===== config.mk =====
export PLATFORM = sky130hd
export DESIGN_NAME = sat_alu
export DESIGN_NICKNAME = d
export VERILOG_FILES = /design/src/rtl/sat_alu_pkg.sv /design/src/rtl/sat_addsub.sv /design/src/rtl/sat_width.sv /design/src/rtl/sat_sticky.sv /design/src/rtl/sat_alu.sv
export SDC_FILE = /design/constraint.sdc
export NUM_CORES = 1
export LEC_CHECK = 0
export ABC_AREA = 1
export BUFFER_PORTS_ARGS = -buffer_cell sky130_fd_sc_hd__buf_4
export CAP_MARGIN = 20
export CORE_ASPECT_RATIO = 1.25
export CORE_MARGIN = 4
export CORE_UTILIZATION = 31
export CTS_BUF_LIST = sky130_fd_sc_hd__clkbuf_16
export DETAILED_ROUTE_END_ITERATION = 16
export HOLD_SLACK_MARGIN = 0.06
export SYNTH_ARGS = -nofsm -noshare
export SYNTH_HDL_FRONTEND = slang
export SYNTH_HIERARCHICAL = 1
export SYNTH_SLANG_ARGS = --single-unit
export TNS_END_PERCENT = 1

===== constraint.sdc =====
create_clock -name clk -period 0.8 [get_ports clk]
set_input_delay 0.12 -clock clk [delete_from_list [all_inputs] [get_ports clk]]
set_output_delay 0.12 -clock clk [all_outputs]
set_load 0.1 [all_outputs]

===== src/rtl/sat_alu_pkg.sv =====
package sat_alu_pkg;
   typedef enum logic [3:0] {
      OP_SADD   = 4'd0,
      OP_SSUB   = 4'd1,
      OP_UADD   = 4'd2,
      OP_USUB   = 4'd3,
      OP_SDBL   = 4'd4,
      OP_SLIM   = 4'd5,
      OP_ULIM   = 4'd6,
      OP_SLIM2  = 4'd7,
      OP_ULIM2  = 4'd8
   } sat_op_e;
endpackage


===== src/rtl/sat_addsub.sv =====
module sat_addsub #(
   parameter int DW = 32
) (
   input  logic [DW-1:0] a,
   input  logic [DW-1:0] b,
   input  logic          sub,
   input  logic          uns,
   output logic [DW-1:0] res,
   output logic          clamp
);
   localparam int MSB = DW - 1;
   localparam logic [DW-1:0] SMAX = {1'b0, {(DW-1){1'b1}}};
   localparam logic [DW-1:0] SMIN = {1'b1, {(DW-1){1'b0}}};

   logic [DW:0]   wide;
   logic [DW-1:0] raw;
   logic          cout;
   logic          sovf;

   always_comb begin
      wide = {1'b0, a} + {1'b0, (sub ? ~b : b)} + {{DW{1'b0}}, sub};
      raw  = wide[DW-1:0];
      cout = wide[DW];
      if (sub) sovf = (a[MSB] != b[MSB]) && (raw[MSB] != a[MSB]);
      else     sovf = (a[MSB] == b[MSB]) && (raw[MSB] != a[MSB]);
      clamp = 1'b0;
      res   = raw;
      if (uns) begin
         if (!sub && cout) begin
            clamp = 1'b1;
            res   = '1;
         end else if (sub && !cout) begin
            clamp = 1'b1;
            res   = '0;
         end
      end else if (sovf) begin
         clamp = 1'b1;
         res   = a[MSB] ? SMIN : SMAX;
      end
   end
endmodule


===== src/rtl/sat_width.sv =====
module sat_width #(
   parameter int DW  = 32,
   parameter int SHW = $clog2(DW)
) (
   input  logic [DW-1:0]  val,
   input  logic [SHW-1:0] n,
   input  logic           uns,
   output logic [DW-1:0]  res,
   output logic           clamp
);
   localparam int MSB = DW - 1;
   localparam logic [DW-1:0] ONE = {{(DW-1){1'b0}}, 1'b1};

   logic [DW-1:0]        mask;
   logic signed [DW-1:0] top;
   logic                 above;
   logic                 below;

   always_comb begin
      mask = (ONE << n) - ONE;
      top  = $signed(val) >>> n;
      if (uns) begin
         below = val[MSB];
         above = !val[MSB] && (val > mask);
      end else begin
         above = !top[MSB] && (top != '0);
         below = top[MSB] && (top != '1);
      end
      clamp = above | below;
      if (above)      res = mask;
      else if (below) res = uns ? '0 : ~mask;
      else            res = val;
   end
endmodule


===== src/rtl/sat_sticky.sv =====
module sat_sticky (
   input  logic clk,
   input  logic rst_n,
   input  logic set,
   input  logic clr,
   output logic flag
);
   always_ff @(posedge clk or negedge rst_n) begin
      if (!rst_n)   flag <= 1'b0;
      else if (clr) flag <= 1'b0;
      else if (set) flag <= 1'b1;
   end

   a_r9_clear_wins: assert property (@(posedge clk) disable iff (!rst_n)
      clr |=> !flag);
   a_r8_set_on_clamp: assert property (@(posedge clk) disable iff (!rst_n)
      (set && !clr) |=> flag);
   a_r8_flag_holds: assert property (@(posedge clk) disable iff (!rst_n)
      (!set && !clr) |=> $stable(flag));
endmodule


===== src/rtl/sat_alu.sv =====
module sat_alu
   import sat_alu_pkg::*;
#(
   parameter int DW  = 32,
   parameter int SHW = $clog2(DW)
) (
   input  logic           clk,
   input  logic           rst_n,
   input  logic           start,
   input  logic [3:0]     op,
   input  logic [DW-1:0]  opa,
   input  logic [DW-1:0]  opb,
   input  logic [SHW-1:0] sat_width,
   input  logic           flag_clr,
   output logic [DW-1:0]  result,
   output logic           result_vld,
   output logic           sat_flag
);
   localparam int MSB   = DW - 1;
   localparam int HW    = DW / 2;
   localparam int LANES = 2;
   localparam logic [DW-1:0] SMAX = {1'b0, {(DW-1){1'b1}}};
   localparam logic [DW-1:0] SMIN = {1'b1, {(DW-1){1'b0}}};

   generate
      if (DW < 8 || (DW % 2) != 0) begin : g_bad_width
         $error("sat_alu: DW must be even and at least 8");
      end
      if (SHW != $clog2(DW)) begin : g_bad_shw
         $error("sat_alu: SHW must equal clog2(DW)");
      end
   endgenerate

   // add / subtract path
   logic          as_sub, as_uns;
   logic [DW-1:0] as_res;
   logic          as_clamp;

   assign as_sub = (op == OP_SSUB) || (op == OP_USUB);
   assign as_uns = (op == OP_UADD) || (op == OP_USUB);

   sat_addsub #(.DW(DW)) i_addsub (
      .a(opa), .b(opb), .sub(as_sub), .uns(as_uns),
      .res(as_res), .clamp(as_clamp)
   );

   // width limit lanes
   logic          dual, w_uns;
   logic [DW-1:0] lane_in  [LANES];
   logic [DW-1:0] lane_out [LANES];
   logic          lane_clamp [LANES];

   assign dual  = (op == OP_SLIM2) || (op == OP_ULIM2);
   assign w_uns = (op == OP_ULIM) || (op == OP_ULIM2);

   generate
      for (genvar g = 0; g < LANES; g++) begin : g_lane
         if (g == 0) begin : g_low
            assign lane_in[g] = dual ? {{HW{opa[HW-1]}}, opa[HW-1:0]} : opa;
         end else begin : g_high
            assign lane_in[g] = {{HW{opa[MSB]}}, opa[MSB:HW]};
         end
         sat_width #(.DW(DW), .SHW(SHW)) i_width (
            .val(lane_in[g]), .n(sat_width), .uns(w_uns),
            .res(lane_out[g]), .clamp(lane_clamp[g])
         );
      end
   endgenerate

   // doubling
   logic          dbl_hi, dbl_lo;
   logic [DW-1:0] dbl_res;

   always_comb begin
      dbl_hi = !opa[MSB] && opa[MSB-1];
      dbl_lo = opa[MSB] && (!opa[MSB-1] || (opa[MSB-2:0] == '0));
      if (dbl_hi)      dbl_res = SMAX;
      else if (dbl_lo) dbl_res = SMIN;
      else             dbl_res = {opa[MSB-1:0], 1'b0};
   end

   // select
   logic [DW-1:0] nxt_res;
   logic          nxt_clamp;

   always_comb begin
      nxt_res   = opa;
      nxt_clamp = 1'b0;
      case (op)
         OP_SADD, OP_SSUB, OP_UADD, OP_USUB: begin
            nxt_res   = as_res;
            nxt_clamp = as_clamp;
         end
         OP_SDBL: begin
            nxt_res   = dbl_res;
            nxt_clamp = dbl_hi | dbl_lo;
         end
         OP_SLIM, OP_ULIM: begin
            nxt_res   = lane_out[0];
            nxt_clamp = lane_clamp[0];
         end
         OP_SLIM2, OP_ULIM2: begin
            nxt_res   = {lane_out[1][HW-1:0], lane_out[0][HW-1:0]};
            nxt_clamp = lane_clamp[0] | lane_clamp[1];
         end
         default: begin
            nxt_res   = opa;
            nxt_clamp = 1'b0;
         end
      endcase
   end

   always_ff @(posedge clk or negedge rst_n) begin
      if (!rst_n) begin
         result     <= '0;
         result_vld <= 1'b0;
      end else begin
         result_vld <= start;
         if (start) result <= nxt_res;
      end
   end

   sat_sticky i_sticky (
      .clk(clk), .rst_n(rst_n), .set(start && nxt_clamp),
      .clr(flag_clr), .flag(sat_flag)
   );

   a_r11_vld_after_start: assert property (@(posedge clk) disable iff (!rst_n)
      start |=> result_vld);
   a_r11_no_vld_idle: assert property (@(posedge clk) disable iff (!rst_n)
      !start |=> !result_vld);
   a_r11_result_holds: assert property (@(posedge clk) disable iff (!rst_n)
      !start |=> $stable(result));
   a_r10_unused_pass: assert property (@(posedge clk) disable iff (!rst_n)
      (start && op > 4'd8) |=> (result == $past(opa)));
   a_r10_unused_no_flag: assert property (@(posedge clk) disable iff (!rst_n)
      (start && op > 4'd8 && !flag_clr) |=> $stable(sat_flag));
endmodule


## Word level (Yosys, flattened, before mapping)

Index checks and enable logic that the tools add are counted.

- Logic and storage cells: 90
- Bits of input ports: 77
- Bits in registers: 34

- Bitwise gates (word level): 6
- Equality and inequality tests: 13
- $add $sub $neg: 3
- Shift-type cells: 3
- Mux-type cells: 27
- Order comparisons: 2
- Reductions and logical operators: 33

Operator list:

| operator | number |
|---|---|
| two-way mux 32 bit | 12 |
| case mux 32 bit (4 select lines) | 1 |
| > comparator 32 bit | 2 |
| inequality test 32 bit (second input constant) | 2 |
| inverter 32 bit | 2 |
| nonzero test 32 bit | 2 |
| adder 32 x 32 -> 33 bit | 1 |
| adder 33 x 1 -> 33 bit | 1 |
| two-way mux 16 bit | 2 |
| left shift 1 x 5 -> 32 bit (first input constant) | 1 |
| >>> shifter 16 x 5 -> 32 bit | 1 |
| >>> shifter 32 x 5 -> 32 bit | 1 |
| subtractor 32 x 1 -> 32 bit (second input constant) | 1 |
| logical NOT 30 bit | 1 |
| == test 4 x 3 -> 1 bit (second input constant) | 4 |
| logical AND 1 bit | 13 |
| two-way mux 1 bit | 11 |
| == test 4 x 2 -> 1 bit (second input constant) | 2 |
| logical NOT 1 bit | 7 |
| logical OR 1 bit | 5 |
| == test 4 x 1 -> 1 bit (second input constant) | 1 |
| == test 4 bit (second input constant) | 1 |
| logical NOT 4 bit | 1 |
| OR 1 bit | 4 |
| 6 further kinds | 8 |

## Depth between registers and ports, before layout

Gate-level depths: netlist of run 1.

- Word-level depth: 14
- Mapped depth: 36
- Mapped depth without buffers: 33

## By module

The synthesis of run 1 kept the hierarchy.

By module, submodules not included:

| module | times used | cells each | area an instance (um2) |
|---|---|---|---|
| sat_width at g_lane[0].i_width | 1 | 977 | 4,740.8 |
| sat_width at g_lane[1].i_width | 1 | 973 | 4,648.2 |
| sat_addsub | 1 | 647 | 3,592.2 |
| sat_alu | 1 | 534 | 2,959.1 |
| sat_sticky | 1 | 3 | 32.5 |

## Worst setup path before layout of run 1

OpenSTA, ideal clock, no wires.

- Path kind: input-to-reg
- Start: input op[2]
- End: register result[16]
- Data required time: 0.680 ns
- Arrival time: 3.745 ns
- Cell stages on the path: 30
- Slack: -3.065 ns
- Library setup time: 0.120 ns
- Path through: nor2_2 -> buf_2 -> inv_1 -> nor2_1 -> buf_6 -> clkbuf_1 -> xor2_1 -> fa_1 -> nand2_1 -> inv_1 -> nand2_1 -> nand2_1 -> nand3_1 -> nand2_1 -> nand2_1 -> nand2_1 -> nand3_1 -> nand2_1 -> ha_1 -> nor2_1 -> clkbuf_1 -> nand2_1 -> inv_1 -> a21oi_2 -> nand2_1 -> nand3_1 -> a21oi_1 -> nand2_1 -> nand2_1 -> nand2_1

- Cells in the longest elaborated chain, start to end: 11

Ends and longest elaborated chain:

| what | RTL line | text |
|---|---|---|
| start, declared | sat_alu.sv:10 | `input logic [3:0] op,` |
| == test 4 x 1 -> 1 bit / == test 4 x 2 -> 1 bit (equally long branches) | sat_alu.sv:39 | `assign as_sub = (op == OP_SSUB) \|\| (op == OP_USUB);` |
| logical OR 1 bit * | sat_alu.sv:39 |  |
| via as_sub | sat_alu.sv:35 | `logic as_sub, as_uns;` |
| two-way mux 32 bit | sat_addsub.sv:21 | `wide = {1'b0, a} + {1'b0, (sub ? ~b : b)} + {{DW{1'b0}}, sub};` |
| adder 32 x 32 -> 33 bit | sat_addsub.sv:21 |  |
| adder 33 x 1 -> 33 bit | sat_addsub.sv:21 |  |
| inequality test 1 bit / logical NOT 1 bit (equally long branches) | sat_addsub.sv:24, sat_addsub.sv:25, sat_addsub.sv:32 |  |
| logical AND 1 bit, on equally long branches | sat_addsub.sv:25, sat_addsub.sv:24, sat_addsub.sv:32 |  |
| two-way mux 1 bit / two-way mux 32 bit (equally long branches) | sat_addsub.sv:24, sat_addsub.sv:32 |  |
| two-way mux 32 bit, on equally long branches | sat_addsub.sv:36, sat_addsub.sv:29 |  |
| two-way mux 32 bit * | sat_addsub.sv:28 | `if (uns) begin` |
| via as_res[16] | sat_alu.sv:36 | `logic [DW-1:0] as_res;` |
| case mux 32 bit (4 select lines) * | sat_alu.sv:89 | `case (op)` |
| end signal, assigned | sat_alu.sv:119 | `if (start) result <= nxt_res;` |
| end, declared | sat_alu.sv:15 | `output logic [DW-1:0] result,` |

The timed path passes the listed nets; every way through them passes the cells marked *.
A chain may end at the register's enable or synchronous reset.

==> impl_metrics.tcl, run 1 <==
set metrics [dict create \
    core_area_um2 49600 \
    crit_path_end_kind "flip-flop" \
    status "complete, but fails checks" \
    finalClockSkew_ns 0 \
    ctsHtreeMaxLevel 2 \
    grt_pass1_wl_mm 107 \
    hp-class "in -> reg" \
    synthesis.area_um2 15600 \
    clk_pin_slew_ns 0.06 \
    ir_drop_v 0.000786 \
    fin_cells 4263 \
    clock_latency_ns 0.29 \
    wl_per_cell_um 16.0 \
    holdPathStages 2 \
    setup_tns_ns -100.21 \
    cp_max_fo 8 \
    critPathKind "in -> reg" \
    start_util_pct 31.5 \
    drive_above_1_share_pct 27.2 \
    cts-root-buf "clkbuf_16" \
    drtPass1Iterations 7 \
    grt_pass1_vias 20500 \
    grt_max_degree 48 \
    chipWidth_um 209 \
    cts_sinks 34 \
    finalCritPeriodShare_pct 458 \
    power_density_nw_per_um2 1130 \
    wirelength_mm 68.2 \
    power.leakage_nw 12.7 \
    setup_viol 67 \
    hold_viol 0 \
    ant_nets 0 \
    relSlewSlack_pct 37.4 \
    crit_path_start_kind "input pin" \
    dr_total_vias 21700 \
    cp.arrival_ns 3.89 \
    worst_pin_slew_ns 0.931 \
    n_fill_cell 5393 \
    cpMostUsedCell "buf_4" \
    vias_per_cell 5.10 \
    maxCapViolations 0 \
    crit_required_ns 1.03 \
    drt_iter0_drc 1886 \
    syn_nets 3228 \
    fmax_mhz 273 \
    rows 91 \
    dieArea_um2 54100 \
    rsz0062_at_grt "true" \
    synthToLayoutAreaGrowth_pct 45.4 \
    critPathMaxStageDelay_ns 0.20 \
    dieHeight_um 259 \
    drc_errors 0 \
    synth_warnings 6 \
    cts_inserted_buffers 5 \
    postLayoutSetupSlackWorst_ns -2.87 \
    antenna_found_initial 0 \
    grt_usage_pct 24.0 \
    slew_viol_final 0 \
    clockBufferDepth 2 \
    slowest_stage "and3_4" \
    overflow 0 \
    antenna_cells 0 \
    violations "setup timing" \
    placed_cells_incl_taps 4204 \
    layout.nets 3793 \
    r2r_cells 3 \
    dp_worst_setup_slack_ns -3.25 \
    dp_hpwl_mm 54.0 \
    syn_inst 3048 \
    cts_tree "yes" \
    portBuffers 110 \
    gp_congestion 0.991 \
    period_needed_ns 3.67 \
    final_core_util_pct 45.8 \
    syn_area_per_cell_um2 5.13 \
    io_pins 111 \
]
[state kept, by name, indices dropped and copies added, names as in the netlist]
signal / count
result: 32
i_sticky/flag: 1
result_vld: 1
[cell usage in the layout (no fill, tap or decap), types with 6 or more instances in the layout]
master     count
o21ai_1        6
nor3_1        11
nor2_4        14
nand3_2       33
ha_1          96
inv_2         13
buf_6         11
o21ai_0       75
dfrtp_2       14
nand2_1     1237
xnor2_1        8
clkbuf_16      6
nor2_1       178
nor3_2         9
buf_12        65
nand2_4       17
nand2_2       40
nor2_2        21
nand4_1       47
a21oi_1       95
xor2_1        61
buf_4        632
nand3_1      518
buf_16         8
inv_1        240
a21oi_2       54
dfrtp_1       20
[metal layers]
metal / GRT usage (%) / part of all wire, % / vias up
li1: - / - / 11000
met1: 29.7 / 40 / 9795
met2: 43.0 / 49 / 813
met3: 1.57 / 5.6 / 185
met4: 10.4 / 5.1 / 0
met5: 0 / 0 / -
[critical path: cells and delay by family]
kind | cells | cell delay (ns)
buffers and inverters | 16 | 2.02
AND/OR/NAND/NOR | 19 | 1.58
AO/OA/AOI/OAI | 1 | 0.04
adder cells (fa/ha/maj) | 1 | 0.14
[report_power, final]
group | internal [mW] | switching, mW | total [mW]
registers | 2.00 | 0.444 | 2.44
clock network | 1.11 | 0.836 | 1.95
logic | 8.99 | 12.3 | 21.3
total | 12.1 | 13.6 | 25.7
[layout make-up]
cell class | count | area, µm² | area share, %
Sequential cell | 34 | 868 | 3.82
Multi-Input combinational cell | 2586 | 13400 | 58.9
Tap cell | 651 | 815 | 3.59
Inverter | 263 | 1020 | 4.51
Clock buffer | 5 | 125 | 0.551
Clock inverter | 1 | 3.75 | 0.0165
Timing Repair Buffer | 723 | 6490 | 28.6
[worst paths after layout]
check	startpoint	to	slack, ns
worst min register to register	result[15]$_DFFE_PN0P_	result[15]$_DFFE_PN0P_	0.51
worst min-delay path	start	result_vld$_DFF_PN0_	0.17
min in group asynchronous	rst_n	result[10]$_DFFE_PN0P_	0.34
worst max register to register	i_sticky/flag$_DFFE_PN0P_	i_sticky/flag$_DFFE_PN0P_	-0.06
worst max-delay path	sat_width[0]	result[24]$_DFFE_PN0P_	-2.87
max in group asynchronous	rst_n	result[27]$_DFFE_PN0P_	0.22
[metrics by stage]
stage	total power, mW	instance area (µm²)	hold slack (ns)
CTS	25.0	22400	0.159
floorplan	14.2	15800	-0.176
global placement	21.1	20900	0.0847
finish	25.7	22700	0.166
detailed placement	21.2	20900	0.0861
global route	27.7	22700	0.166
[repair_timing]
action,in CTS,in global routing
gates resized for setup,218,60
hold buffers,2,0
hold endpoints to repair,35,0
pin swaps,66,56
cloned,6,1
endpoints found under the setup margin,67,67
buffers inserted,36,8
(Power assumes the default switching activity.)
==> run 2, diff against run 1 <==
Settings changed: RECOVER_POWER from default to 100.
==> run 2 against run 1 <==
Effect of this change: the flow still finishes with violations (setup timing); design area is 0.10% lower; sequential share of layout area hardly changed; register-to-register slack hardly changed; via count hardly changed; global-route usage stayed put; maximum frequency hardly changed; sequential power hardly changed; combinational power hardly changed; clock skew stayed put.
==> impl_metrics.tcl, run 2 (synthesized netlist as in run 1, its figures left out) <==
set metrics [dict create \
    status "complete, but fails checks" \
    worst_pin_slew_ns 0.959 \
    vias_per_cell 5.10 \
    dp_worst_setup_slack_ns -3.25 \
    drtPass1Iterations 6 \
    dieArea_um2 54100 \
    layout_commonest_cell "nand2_1" \
    cp_top_family "buffers and inverters" \
    violations "setup timing" \
    slew_viol_final 0 \
    crit_path_start_kind "input pin" \
    slowest_stage "and3_4" \
    chipWidth_um 209 \
    cpMostUsedCell "buf_4" \
    setup_tns_ns -99.75 \
    ir_drop_v 0.000785 \
    crit_buf_inv 16 \
    cp_max_fo 8 \
    multi_input_area_um2 13400 \
    core_area_um2 49600 \
    drc_errors 0 \
    fin_cells 4263 \
    portBuffers 110 \
    rsz0062_at_grt "true" \
    power.leakage_nw 12.7 \
    hp-class "in -> reg" \
    crit_required_ns 1.03 \
    clockBufferDepth 2 \
    reg_top3 "result: 32 flops, i_sticky/flag: 1 flops, result_vld: 1 flops" \
    synthToLayoutAreaGrowth_pct 45.2 \
    layout.nets 3793 \
    finalClockSkew_ns 0 \
    ctsHtreeMaxLevel 2 \
    maxCapViolations 0 \
    cts_tree "yes" \
    setup_viol 67 \
    dp_hpwl_mm 54.0 \
    start_util_pct 31.5 \
    grt_pass1_vias 20500 \
    fmax_mhz 273 \
    period_needed_ns 3.66 \
    wl_per_cell_um 16.0 \
    cts-root-buf "clkbuf_16" \
    grt_max_degree 48 \
    overflow 0 \
    drive_above_1_share_pct 27.2 \
    grt_pass1_wl_mm 107 \
    power_density_nw_per_um2 1130 \
    placed_cells_incl_taps 4204 \
    clock_latency_ns 0.29 \
    postLayoutSetupSlackWorst_ns -2.86 \
    grt_usage_pct 24.0 \
    hold-worst-slack_ns 0.287 \
    regArea_um2 868 \
    final_core_util_pct 45.7 \
    gp_congestion 0.991 \
    n_fill_cell 5395 \
    largest_reg_flops 32 \
    hold_viol 0 \
    finalCritPeriodShare_pct 458 \
    antenna_found_initial 0 \
    cp.arrival_ns 3.89 \
    dieHeight_um 259 \
    critPathMaxStageDelay_ns 0.20 \
    crit_path_end_kind "flip-flop" \
    final_cell_mix "nand2_1, buf_4, nand3_1" \
    antenna_cells 0 \
    io_pins 111 \
    drt_iter0_drc 1900 \
    critPathKind "in -> reg" \
    rows 91 \
    wirelength_mm 68.1 \
    cts_inserted_buffers 5 \
    dr_total_vias 21800 \
    cts_sinks 34 \
    top_register "result" \
    ant_nets 0 \
    relSlewSlack_pct 35.5 \
    clk_pin_slew_ns 0.06 \
]
==> run 2: cell types whose count changed in the layout (fill, tap and decap cells not counted), sizes merged <==
cell    delta
clkbuf     +1
buf        -1
==> run 2: worst paths after layout <==
path / cells past startpoint / slack (ns) / to / from
max: 37 / -2.86 / result[24]$_DFFE_PN0P_ / sat_width[0]
min: 5 / 0.29 / result[16]$_DFFE_PN0P_ / start
max reg2reg: 3 / -0.06 / i_sticky/flag$_DFFE_PN0P_ / i_sticky/flag$_DFFE_PN0P_
min reg2reg: 2 / 0.51 / result[15]$_DFFE_PN0P_ / result[15]$_DFFE_PN0P_
max in group asynchronous: 3 / 0.06 / result[27]$_DFFE_PN0P_ / rst_n
min in group asynchronous: 3 / 0.41 / result[10]$_DFFE_PN0P_ / rst_n
==> run 2: repair_timing <==
| action | CTS | global route |
|---|---|---|
| cloned | 6 | 1 |
| gates resized for setup | 218 | 60 |
| hold buffers | 2 | 0 |
| hold endpoints to repair | 35 | 0 |
| buffers inserted | 36 | 8 |
| pin swaps | 66 | 56 |
| setup endpoints to repair | 67 | 67 |
==> run 2: cell type report <==
class / instances / area share [%]
clock buffers: 5 / 0.551
well taps: 651 / 3.59
repair buffers: 723 / 28.5
inverters: 263 / 4.52
clock inverters: 1 / 0.0165
multi-input cells: 2586 / 59.0
flip-flops and latches: 34 / 3.83
==> run 2: routing by layer <==
metal	GRT usage, %	wire, µm	vias to the layer above
met3	1.57	3980	184
met1	29.7	27300	9816
met2	43.0	33400	804
li1	-	-	11000
met5	0	0	-
met4	10.4	3410	0
==> run 2: power by group <==
group	internal [mW]	switching, mW	leakage [nW]
registers	2.00	0.444	0.401
clock network	1.11	0.831	0.0632
logic	8.98	12.3	12.3
total	12.1	13.5	12.7
==> run 2: worst reg2reg max path, cell delays in order (launching register included) <==
cell	delay, ns
dfrtp_2	0.47
buf_4	0.15
nor2_1	0.09
nor2_1	0.04
==> run 2: metrics by stage <==
stage                     cell area [µm²]  power, mW
after global placement              20900       21.1
after detailed placement            20900       21.2
after global routing                22700       27.7
after floorplan                     15800       14.2
after CTS                           22400       25.0
final                               22700       25.6
